### config.mk
export PLATFORM = sky130hd
export DESIGN_NAME = vtc_cache
export DESIGN_NICKNAME = d
export VERILOG_FILES = /design/src/rtl/vtc_pkg.sv /design/src/rtl/vtc_lines.sv /design/src/rtl/vtc_ctrl.sv /design/src/rtl/vtc_cache.sv
export SDC_FILE = /design/constraint.sdc
export NUM_CORES = 1
export LEC_CHECK = 0
export ABC_AREA = 0
export CAP_MARGIN = 20
export CORE_MARGIN = 2
export CORE_UTILIZATION = 55
export DETAILED_ROUTE_END_ITERATION = 7
export DONT_BUFFER_PORTS = 1
export PLACE_DENSITY_LB_ADDON = 0.08
export SETUP_SLACK_MARGIN = 0.1
export SKIP_LAST_GASP = 1
export SLEW_MARGIN = 20
export SYNTH_ARGS = -nofsm -noshare
export SYNTH_HDL_FRONTEND = slang
export SYNTH_SLANG_ARGS = --single-unit
### constraint.sdc
create_clock -name clk -period 6.2 [get_ports clk]
set_input_delay 0 -clock clk [delete_from_list [all_inputs] [get_ports clk]]
set_output_delay 0 -clock clk [all_outputs]
set_load 0.05 [all_outputs]
### src/rtl/vtc_pkg.sv
package vtc_pkg;
  typedef enum logic [2:0] {
    ST_IDLE  = 3'd0,
    ST_XLATE = 3'd1,
    ST_MEM   = 3'd2,
    ST_RESP  = 3'd3,
    ST_SWEEP = 3'd4
  } vtc_state_e;
endpackage

### src/rtl/vtc_lines.sv
module vtc_lines #(
  parameter int LINES  = 8,
  parameter int TAG_W  = 13,
  parameter int PID_W  = 4,
  parameter int PA_W   = 16,
  parameter int DATA_W = 32,
  localparam int IDX_W = $clog2(LINES)
) (
  input  logic              clk,
  input  logic              rst_n,
  input  logic [IDX_W-1:0]  rd_idx,
  output logic              rd_valid,
  output logic [TAG_W-1:0]  rd_tag,
  output logic [PID_W-1:0]  rd_pid,
  output logic [PA_W-1:0]   rd_pa,
  output logic [DATA_W-1:0] rd_data,
  input  logic [IDX_W-1:0]  wr_idx,
  input  logic              fill_en,
  input  logic              data_en,
  input  logic              clr_en,
  input  logic [TAG_W-1:0]  fill_tag,
  input  logic [PID_W-1:0]  fill_pid,
  input  logic [PA_W-1:0]   fill_pa,
  input  logic [DATA_W-1:0] wr_data
);
  logic [LINES-1:0] valid_q;
  logic [TAG_W-1:0]  tag_q  [LINES];
  logic [PID_W-1:0]  pid_q  [LINES];
  logic [PA_W-1:0]   pa_q   [LINES];
  logic [DATA_W-1:0] data_q [LINES];

  for (genvar i = 0; i < LINES; i++) begin : g_line
    logic sel;
    assign sel = (wr_idx == IDX_W'(i));
    always_ff @(posedge clk) begin
      if (!rst_n)                valid_q[i] <= 1'b0;
      else if (clr_en && sel)    valid_q[i] <= 1'b0;
      else if (fill_en && sel)   valid_q[i] <= 1'b1;
    end
    always_ff @(posedge clk) begin
      if (fill_en && sel) begin
        tag_q[i] <= fill_tag;
        pid_q[i] <= fill_pid;
        pa_q[i]  <= fill_pa;
      end
      if ((fill_en || data_en) && sel) data_q[i] <= wr_data;
    end
  end

  assign rd_valid = valid_q[rd_idx];
  assign rd_tag   = tag_q[rd_idx];
  assign rd_pid   = pid_q[rd_idx];
  assign rd_pa    = pa_q[rd_idx];
  assign rd_data  = data_q[rd_idx];

  always_comb begin
    assert_single_writer_R8: assert (!(fill_en && (data_en || clr_en)));
  end
endmodule

### src/rtl/vtc_ctrl.sv
module vtc_ctrl
  import vtc_pkg::*;
#(
  parameter int LINES  = 8,
  parameter int VA_W   = 16,
  parameter int PA_W   = 16,
  parameter int PID_W  = 4,
  parameter int DATA_W = 32,
  localparam int IDX_W = $clog2(LINES),
  localparam int TAG_W = VA_W - IDX_W
) (
  input  logic              clk,
  input  logic              rst_n,
  input  logic              pid_mode,
  input  logic              flush,
  output logic              busy,
  input  logic              cpu_req,
  input  logic              cpu_we,
  input  logic [VA_W-1:0]   cpu_va,
  input  logic [PID_W-1:0]  cpu_pid,
  input  logic [DATA_W-1:0] cpu_wdata,
  output logic              cpu_stall,
  output logic              cpu_rvalid,
  output logic [DATA_W-1:0] cpu_rdata,
  output logic              cpu_err,
  output logic              xl_req,
  output logic [VA_W-1:0]   xl_va,
  output logic [PID_W-1:0]  xl_pid,
  input  logic              xl_ack,
  input  logic              xl_fault,
  input  logic [PA_W-1:0]   xl_pa,
  output logic              mem_req,
  output logic              mem_we,
  output logic [PA_W-1:0]   mem_pa,
  output logic [DATA_W-1:0] mem_wdata,
  input  logic              mem_ack,
  input  logic [DATA_W-1:0] mem_rdata,
  output logic [IDX_W-1:0]  rd_idx,
  input  logic              lk_valid,
  input  logic [TAG_W-1:0]  lk_tag,
  input  logic [PID_W-1:0]  lk_pid,
  input  logic [PA_W-1:0]   lk_pa,
  input  logic [DATA_W-1:0] lk_data,
  output logic [IDX_W-1:0]  wr_idx,
  output logic              fill_en,
  output logic              data_en,
  output logic              clr_en,
  output logic [TAG_W-1:0]  fill_tag,
  output logic [PID_W-1:0]  fill_pid,
  output logic [PA_W-1:0]   fill_pa,
  output logic [DATA_W-1:0] wr_data
);
  localparam logic [IDX_W-1:0] LAST_IDX = IDX_W'(LINES - 1);

  function automatic logic [IDX_W-1:0] va_index(input logic [VA_W-1:0] va);
    return va[IDX_W-1:0];
  endfunction

  function automatic logic [TAG_W-1:0] va_tag(input logic [VA_W-1:0] va);
    return va[VA_W-1:IDX_W];
  endfunction

  function automatic logic line_hit(input logic v, input logic [TAG_W-1:0] st,
                                    input logic [PID_W-1:0] sp, input logic [TAG_W-1:0] t,
                                    input logic [PID_W-1:0] p, input logic use_pid);
    return v && (st == t) && (!use_pid || (sp == p));
  endfunction

  vtc_state_e        state;
  logic [VA_W-1:0]   r_va;
  logic [PID_W-1:0]  r_pid;
  logic              r_we;
  logic [DATA_W-1:0] r_wdata;
  logic              r_hit;
  logic [PA_W-1:0]   r_pa;
  logic [DATA_W-1:0] rsp_data;
  logic              rsp_err;
  logic [IDX_W-1:0]  sweep_idx;
  logic [PID_W-1:0]  last_pid;

  // named internal events
  logic lookup_hit, pid_switch, sweep_start, accept, xl_fault_ev;
  assign lookup_hit  = line_hit(lk_valid, lk_tag, lk_pid, va_tag(cpu_va), cpu_pid, pid_mode);
  assign pid_switch  = !pid_mode && (cpu_pid != last_pid);
  assign sweep_start = (state == ST_IDLE) && (flush || pid_switch);
  assign accept      = (state == ST_IDLE) && !sweep_start && cpu_req;
  assign xl_fault_ev = (state == ST_XLATE) && xl_ack && xl_fault;

  always_ff @(posedge clk) begin
    if (!rst_n) begin
      state     <= ST_IDLE;
      r_va      <= '0;
      r_pid     <= '0;
      r_we      <= 1'b0;
      r_wdata   <= '0;
      r_hit     <= 1'b0;
      r_pa      <= '0;
      rsp_data  <= '0;
      rsp_err   <= 1'b0;
      sweep_idx <= '0;
      last_pid  <= '0;
    end else begin
      unique case (state)
        ST_IDLE: begin
          last_pid <= cpu_pid;
          if (sweep_start) begin
            sweep_idx <= '0;
            state     <= ST_SWEEP;
          end else if (accept) begin
            r_va     <= cpu_va;
            r_pid    <= cpu_pid;
            r_we     <= cpu_we;
            r_wdata  <= cpu_wdata;
            r_hit    <= lookup_hit;
            r_pa     <= lk_pa;
            rsp_data <= lk_data;
            rsp_err  <= 1'b0;
            if (!lookup_hit)  state <= ST_XLATE;
            else if (cpu_we)  state <= ST_MEM;
            else              state <= ST_RESP;
          end
        end
        ST_XLATE: if (xl_ack) begin
          if (xl_fault) begin
            rsp_err  <= 1'b1;
            rsp_data <= '0;
            state    <= ST_RESP;
          end else begin
            r_pa  <= xl_pa;
            state <= ST_MEM;
          end
        end
        ST_MEM: if (mem_ack) begin
          if (!r_we) rsp_data <= mem_rdata;
          state <= ST_RESP;
        end
        ST_RESP: state <= ST_IDLE;
        ST_SWEEP: begin
          sweep_idx <= sweep_idx + 1'b1;
          if (sweep_idx == LAST_IDX) state <= ST_IDLE;
        end
        default: state <= ST_IDLE;
      endcase
    end
  end

  assign busy       = (state == ST_SWEEP);
  assign cpu_stall  = (state == ST_XLATE) || (state == ST_MEM);
  assign cpu_rvalid = (state == ST_RESP);
  assign cpu_rdata  = rsp_data;
  assign cpu_err    = rsp_err;
  assign xl_req     = (state == ST_XLATE);
  assign xl_va      = r_va;
  assign xl_pid     = r_pid;
  assign mem_req    = (state == ST_MEM);
  assign mem_we     = r_we;
  assign mem_pa     = r_pa;
  assign mem_wdata  = r_wdata;

  assign rd_idx   = va_index(cpu_va);
  assign wr_idx   = busy ? sweep_idx : va_index(r_va);
  assign clr_en   = busy;
  assign fill_en  = (state == ST_MEM) && mem_ack && !r_we;
  assign data_en  = (state == ST_MEM) && mem_ack && r_we && r_hit;
  assign fill_tag = va_tag(r_va);
  assign fill_pid = r_pid;
  assign fill_pa  = r_pa;
  assign wr_data  = r_we ? r_wdata : mem_rdata;

  // assertions next to the logic they guard
  assert_no_xlate_on_hit_R2: assert property (@(posedge clk) disable iff (!rst_n)
    xl_req |-> !r_hit);
  assert_read_hit_fast_R2: assert property (@(posedge clk) disable iff (!rst_n)
    (accept && lookup_hit && !cpu_we) |=> (cpu_rvalid && !xl_req && !mem_req));
  assert_auto_sweep_R4: assert property (@(posedge clk) disable iff (!rst_n)
    ((state == ST_IDLE) && !pid_mode && (cpu_pid != last_pid)) |=> busy);
  assert_sweep_ends_R6: assert property (@(posedge clk) disable iff (!rst_n)
    (busy && (sweep_idx == LAST_IDX)) |=> !busy);
  assert_fault_aborts_R9: assert property (@(posedge clk) disable iff (!rst_n)
    xl_fault_ev |=> (cpu_rvalid && cpu_err && !mem_req));
  assert_one_cycle_resp_R10: assert property (@(posedge clk) disable iff (!rst_n)
    cpu_rvalid |=> !cpu_rvalid);
  assert_stall_not_resp_R7: assert property (@(posedge clk) disable iff (!rst_n)
    $fell(cpu_stall) |-> cpu_rvalid);
endmodule

### src/rtl/vtc_cache.sv
module vtc_cache #(
  parameter int LINES  = 8,
  parameter int VA_W   = 16,
  parameter int PA_W   = 16,
  parameter int PID_W  = 4,
  parameter int DATA_W = 32
) (
  input  logic              clk,
  input  logic              rst_n,
  input  logic              pid_mode,
  input  logic              flush,
  output logic              busy,
  input  logic              cpu_req,
  input  logic              cpu_we,
  input  logic [VA_W-1:0]   cpu_va,
  input  logic [PID_W-1:0]  cpu_pid,
  input  logic [DATA_W-1:0] cpu_wdata,
  output logic              cpu_stall,
  output logic              cpu_rvalid,
  output logic [DATA_W-1:0] cpu_rdata,
  output logic              cpu_err,
  output logic              xl_req,
  output logic [VA_W-1:0]   xl_va,
  output logic [PID_W-1:0]  xl_pid,
  input  logic              xl_ack,
  input  logic              xl_fault,
  input  logic [PA_W-1:0]   xl_pa,
  output logic              mem_req,
  output logic              mem_we,
  output logic [PA_W-1:0]   mem_pa,
  output logic [DATA_W-1:0] mem_wdata,
  input  logic              mem_ack,
  input  logic [DATA_W-1:0] mem_rdata
);
  localparam int IDX_W = $clog2(LINES);
  localparam int TAG_W = VA_W - IDX_W;

  logic [IDX_W-1:0]  rd_idx, wr_idx;
  logic              lk_valid, fill_en, data_en, clr_en;
  logic [TAG_W-1:0]  lk_tag, fill_tag;
  logic [PID_W-1:0]  lk_pid, fill_pid;
  logic [PA_W-1:0]   lk_pa, fill_pa;
  logic [DATA_W-1:0] lk_data, wr_data;

  vtc_lines #(.LINES(LINES), .TAG_W(TAG_W), .PID_W(PID_W), .PA_W(PA_W), .DATA_W(DATA_W)) u_lines (
    .clk(clk), .rst_n(rst_n),
    .rd_idx(rd_idx), .rd_valid(lk_valid), .rd_tag(lk_tag), .rd_pid(lk_pid),
    .rd_pa(lk_pa), .rd_data(lk_data),
    .wr_idx(wr_idx), .fill_en(fill_en), .data_en(data_en), .clr_en(clr_en),
    .fill_tag(fill_tag), .fill_pid(fill_pid), .fill_pa(fill_pa), .wr_data(wr_data)
  );

  vtc_ctrl #(.LINES(LINES), .VA_W(VA_W), .PA_W(PA_W), .PID_W(PID_W), .DATA_W(DATA_W)) u_ctrl (
    .clk(clk), .rst_n(rst_n), .pid_mode(pid_mode), .flush(flush), .busy(busy),
    .cpu_req(cpu_req), .cpu_we(cpu_we), .cpu_va(cpu_va), .cpu_pid(cpu_pid),
    .cpu_wdata(cpu_wdata), .cpu_stall(cpu_stall), .cpu_rvalid(cpu_rvalid),
    .cpu_rdata(cpu_rdata), .cpu_err(cpu_err),
    .xl_req(xl_req), .xl_va(xl_va), .xl_pid(xl_pid), .xl_ack(xl_ack),
    .xl_fault(xl_fault), .xl_pa(xl_pa),
    .mem_req(mem_req), .mem_we(mem_we), .mem_pa(mem_pa), .mem_wdata(mem_wdata),
    .mem_ack(mem_ack), .mem_rdata(mem_rdata),
    .rd_idx(rd_idx), .lk_valid(lk_valid), .lk_tag(lk_tag), .lk_pid(lk_pid),
    .lk_pa(lk_pa), .lk_data(lk_data),
    .wr_idx(wr_idx), .fill_en(fill_en), .data_en(data_en), .clr_en(clr_en),
    .fill_tag(fill_tag), .fill_pid(fill_pid), .fill_pa(fill_pa), .wr_data(wr_data)
  );
endmodule

==> results.cfg, run 1 <==
[worst_setup_path]
cp_data_arrival_time_ns = 4.39
cp_slowest_cell = buf_4
critical_path_class = flip-flop to flip-flop
path_cells = nor3_4, nor3b_2, nand2_2, a221oi_4, buf_4, o211ai_1, dlygate4sd3_1, o211a_1, dlygate4sd3_1
cpMostUsedCell = dlygate4sd3_1
cp-end-kind = flip-flop
path_max_fanout = 64
max_stage_delay_ns = 0.63
startpoint_type = flip-flop
required_ns = 6.66

[finish]
syn2layout_area_growth_pct = 20.8
final_cells = 2329
fillers = 3024
final_util_pct = 67.3
nNetsFinal = 1786
drive_gt1_share_pct = 18.5
regArea_um2 = 18000
multi_input_area_um2 = 6940
design_area_um2 = 30500

[clock_tree]
htreeDepth = 3
clk_latency_ns = 0.58
clock_path_buffers = 3
clk_pin_slew_worst_paths_ns = 0.06
postCtsResizedCells = 0
cts_tree = built
cts-root-buf = clkbuf_16
numCtsBuffers = 67
clock-sinks = 641

[placement]
dp.cells = 1969
gp_congestion = 0.728
placed_cell_area_um2 = 26000
numPortBuffers = 0
dp.final_hpwl_mm = 29.3

[synthesis]
netlist_instances = 1435
async_reset_ff_share_pct = 0
synth_flop_cell = edfxtp_1
seq_area_frac_synth_pct = 71.4
ys_ff_latch = 641
yosysWarnings = 0
synth_cell_type_count = 53
synth_edf_count = 520
synthesis.nets = 1546
synth.avg_cell_area_um2 = 17.6
synth_area_um2 = 25300

[routing]
drt_iter0_drc = 1156
vias = 14000
finalWirelength_mm = 57.9
antenna_left = 0
avgViaCountPerCell = 6.02
wl_per_cell_um = 24.9
route.detailed.drc = 0
dr.pass1.iters = 7

[sta]
tightest_slew_ns = 0.970
setup_viol = 0
skew_ns = 0.0197
min_period_ns = 3.93
setup_tns_ns = 0
rsz0062_at_grt = no
period_share_pct = 63.3
slew_violations = 0
final_hold_viol_count = 0
max_slew_margin_pct = 35.3
fmax_mhz = 255

[power]
cellLeakagePower_nw = 10.4
ir_drop_uv = 291
p_per_area_nw_per_um2 = 355

[hold_path]
hold_path_class = input port to flip-flop

[die]
io_pins = 216
num_rows = 78
start_util_pct = 55.7
dieHeight_um = 218
fp.dieW_um = 218
core_um2 = 45400
die_area_um2 = 47700

[grt]
antenna_found_initial = 2
grt.overflow.total = 0
grt_max_degree = 139
grt_pass1_wl_mm = 87.0
grtUsageTotal_pct = 24.7
grt_pass1_vias = 14300

[run_status]
status = complete, no violations

[flow_run]
cap_violations = 0
## routing by layer
layer	wire (um)	up-vias	track usage, %
met5	0	-	0
met4	1230	0	6.60
met3	3640	95	4.86
met2	29100	488	42.0
met1	23900	7266	32.7
li1	-	6161	-
## timing repair
item | 4_1_cts | 5_1_grt
hold buffers | 237 | 0
endpoints found under the hold margin | 377 | 0
setup buffers | 0 | 0
## where the power goes
part           internal, mW  switching [mW]
Sequential             4.94           0.733
Combinational         0.594           0.680
Clock                  2.33            1.56
Total                  7.87            2.97
## state kept, by name, summed over array words and instances, names as in the netlist, 3 cells and up
signal            cells
u_lines.data_q      256
u_lines.pa_q        128
u_lines.tag_q       104
u_ctrl.cpu_rdata     32
u_ctrl.mem_wdata     32
u_lines.pid_q        32
u_ctrl.fill_pa       16
u_ctrl.xl_va         16
u_lines.valid_q       8
u_ctrl.fill_pid       4
u_ctrl.last_pid       4
u_ctrl.state          3
u_ctrl.sweep_idx      3
## Yosys cell counts (all sizes together) (3+ instances only)
master / n / area share [%]
a31oi: 7 / 0.17
o211ai: 49 / 1.5
mux2: 40 / 1.8
nand2b: 6 / 0.15
buf: 46 / 1.0
mux2i: 72 / 2.9
dfxtp: 121 / 9.6
o211a: 32 / 1.3
edfxtp: 520 / 62
o21ai: 9 / 0.18
xnor2: 8 / 0.28
o221a: 9 / 0.40
and2: 3 / 0.074
inv: 5 / 0.074
xor2: 10 / 0.35
nand3: 4 / 0.079
nor3: 4 / 0.14
clkbuf: 45 / 0.67
a21oi: 3 / 0.059
nor3b: 5 / 0.17
nand4: 5 / 0.12
a221oi: 3 / 0.17
mux4: 124 / 11
nor2b: 6 / 0.15
nor2: 22 / 0.33
a21boi: 73 / 2.2
o22ai: 4 / 0.099
nand2: 183 / 2.7
## cell usage in the layout, fill, tap and decap left out, types with 32 or more instances in the layout
| cell type | instances |
|---|---|
| o211ai_1 | 49 |
| a21boi_0 | 62 |
| clkbuf_16 | 71 |
| nand2_1 | 182 |
| dlygate4sd3_1 | 236 |
| mux2_2 | 40 |
| mux4_2 | 123 |
| o211a_1 | 32 |
| mux2i_1 | 72 |
| dfxtp_1 | 120 |
| edfxtp_1 | 520 |
## logic make-up (layout without fill, tap and decap cells)
group | after synthesis | after routing | synth area share (%)
xor gates and xnor gates | 18 | 18 | 0.624
adders and majority gates | 2 | 2 | 0.0990
and+or+nand+nor | 247 | 247 | 4.23
AOI/OAI and AO/OA | 195 | 195 | 6.20
muxes | 236 | 236 | 15.7
DFF | 641 | 641 | 71.4
buffers and inverters | 96 | 388 | 1.74
other | 0 | 2 | 0
## path summary, 6_finish.rpt
check / startpoint / endpoint / slack [ns] / depth (start not counted)
setup / recovery: u_ctrl.state[2] / u_ctrl.cpu_rdata[7] / 2.27 / 9
hold / removal: cpu_va[12] / u_ctrl.r_hit / 0.02 / 5
setup reg to reg: u_ctrl.state[2] / u_ctrl.cpu_rdata[7] / 2.27 / 9
hold reg to reg: u_ctrl.r_hit / u_ctrl.r_hit / 0.51 / 2
## final cells by class
type,count,area share [%]
flip-flops and latches,641,59.1
multi-input cells,698,22.7
repair buffers,262,8.58
clock buffers,94,6.33
well taps,600,2.46
clock inverters,27,0.717
inverters,5,0.0615
diodes,2,0.0164
## worst max-delay path: cells and delay by family, from the launching register on
kind | cells | cell delay [ns]
compound gates | 3 | 0.57
buf+inv | 3 | 1.80
flops | 1 | 0.42
simple gates | 3 | 0.99
## metrics by stage
step	setup WS, ns	hold WS (ns)	total power [mW]
floorplan	2.48	0.145	6.46
global placement	2.57	0.146	6.69
detailed placement	2.72	0.153	6.72
CTS	2.35	0.00519	10.9
global route	2.11	0.0355	11.2
finish	2.27	0.0160	10.8
(Power assumes the default switching activity.)
==> inputs of run 2 (changes only) <==
- clock period: 6.2 -> 3.6 ns (I/O delays scaled with it)
==> run 2 against run 1 <==
Net effect: utilization shrank 0.52 points; register-to-register slack got worse by 1.9 ns; first-iteration DRC count grew 2.9%; worst hold slack better by 0.052 ns; die area unchanged; final cell count shrank 0.90%; critical endpoint is now u_ctrl.mem_wdata[17].
==> results.cfg, run 2 (synthesis gave the netlist of run 1 again) <==
[power]
p_sw_mw = 5.16
comb_power_share_pct = 11.4
sequentialPowerShare_pct = 52.4
clkPwrFrac_pct = 36.2
ir_drop_uv = 525
p_sw_share_pct = 27.6
cellLeakagePower_nw = 10.3
p_per_area_nw_per_um2 = 616
p_int_mw = 13.5

[finish]
regArea_um2 = 18000
multi_input_area_um2 = 6920
largestRegisters = u_lines.data_q: 256 flops, u_lines.pa_q: 128 flops, u_lines.tag_q: 104 flops
final_cell_mix = edfxtp_1 (520), dlygate4sd3_1 (205), nand2_1 (182)
nNetsFinal = 1766
largest_reg_flops = 256
design_area_um2 = 30300
final_cells = 2308
fillers = 3088
layout_commonest_cell = edfxtp_1
final_util_pct = 66.7
drive_gt1_share_pct = 19.0
syn2layout_area_growth_pct = 19.9
top_register = u_lines.data_q

[worst_setup_path]
cpMostUsedCell = dlygate4sd3_1
max_stage_delay_ns = 0.59
cp.buffers_inverters = 2
startpoint_type = flip-flop
required_ns = 4.13
path_cells = nor3_4, nor3b_2, and2_2, nand2_1, dlygate4sd3_1, a21boi_0, dlygate4sd3_1
critical_path_class = flip-flop to flip-flop
crit_family = simple AND/OR/NAND/NOR gates
path_max_fanout = 18
cp_data_arrival_time_ns = 3.75
cp_slowest_cell = dlygate4sd3_1
cp-end-kind = flip-flop

[sta]
fmax_mhz = 311
setup_ws_ns = 0.380
slew_violations = 0
period_share_pct = 89.5
setup_viol = 0
rsz0062_at_grt = no
max_slew_margin_pct = 40.3
final_hold_viol_count = 0
skew_ns = 0.0157
min_period_ns = 3.22
tightest_slew_ns = 0.894

[clock_tree]
cts_tree = built
post-cts-setup-buffers = 0
clock_path_buffers = 3
clk_pin_slew_worst_paths_ns = 0.06
clock-sinks = 641
cts-root-buf = clkbuf_16
numCtsBuffers = 68
clk_latency_ns = 0.59
htreeDepth = 3

[routing]
finalWirelength_mm = 58.8
avgViaCountPerCell = 6.04
dr.pass1.iters = 5
route.detailed.drc = 0
antenna_left = 0
wl_per_cell_um = 25.5
drt_iter0_drc = 1190
vias = 13900

[die]
fp.dieW_um = 218
io_pins = 216
start_util_pct = 55.7
dieHeight_um = 218
num_rows = 78
die_area_um2 = 47700
core_um2 = 45400

[grt]
grtUsageTotal_pct = 25.3
grt_max_degree = 142
grt.overflow.total = 0
antenna_found_initial = 4
grt_pass1_vias = 14700
grt_pass1_wl_mm = 88.7

[flow_run]
cap_violations = 0

[hold_path]
hold_path_class = input port to flip-flop

[placement]
numPortBuffers = 0
gp_congestion = 0.716
dp.cells = 1978
dp_slack_ns = 0.765
placed_cell_area_um2 = 26000
dp.final_hpwl_mm = 29.4

[run_status]
status = complete, no violations
[run 2: worst paths after layout]
| kind | start | slack, ns | to | cells past startpoint |
|---|---|---|---|---|
| worst max-delay path | u_ctrl.state[2] | 0.38 | u_ctrl.mem_wdata[17] | 7 |
| worst min-delay path | cpu_req | 0.07 | u_ctrl.cpu_rdata[30] | 4 |
| worst max register to register | u_ctrl.state[2] | 0.38 | u_ctrl.mem_wdata[17] | 7 |
| worst min register to register | u_ctrl.r_hit | 0.50 | u_ctrl.r_hit | 2 |
[run 2: cell type report]
class	instances	area share [%]
flip-flops and latches	641	59.6
multi-input cells	698	22.8
repair buffers	241	7.94
clock buffers	95	6.37
well taps	600	2.48
clock inverters	27	0.740
inverters	5	0.0620
diodes	1	0.00826
[run 2: worst reg2reg max path: stages (launching register included)]
cell and delay (ns):
dfxtp_1 0.40, nor3_4 0.40, nor3b_2 0.36, and2_2 0.51, nand2_1 0.11, dlygate4sd3_1 0.57, a21boi_0 0.21, dlygate4sd3_1 0.59
[run 2: layer usage]
layer  up-vias  share of wire, %  GRT usage [%]
met5         -             0.046              0
met3        91               7.1           5.41
met1      7241                41           33.8
met2       470                49           41.4
met4         4               2.5           8.96
li1       6129                 -              -
[run 2: metrics by stage]
step,setup TNS [ns],hold WS [ns],power [mW]
after floorplan,-25.07,0.145,11.1
after global placement,0,0.145,11.6
after detailed placement,0,0.151,11.7
after CTS,0,0.0107,18.8
after global routing,0,0.0605,19.3
final,0,0.0675,18.7
[run 2: repair_timing]
action / 4_1_cts / 5_1_grt
gates resized for setup: 0 / 0
endpoints found under the setup margin: 0 / 0
hold buffers: 207 / 0
endpoints found under the hold margin: 377 / 0
[run 2: power by group through the flow]
| stage | clock network, mW | registers (mW) | logic (mW) |
|---|---|---|---|
| finish | 6.76 | 9.78 | 2.13 |
| global route | 7.17 | 9.84 | 2.29 |
| CTS | 6.88 | 9.78 | 2.11 |
| detailed placement | 0 | 9.93 | 1.72 |
| global placement | 0 | 9.92 | 1.70 |
| floorplan | 0 | 9.75 | 1.38 |
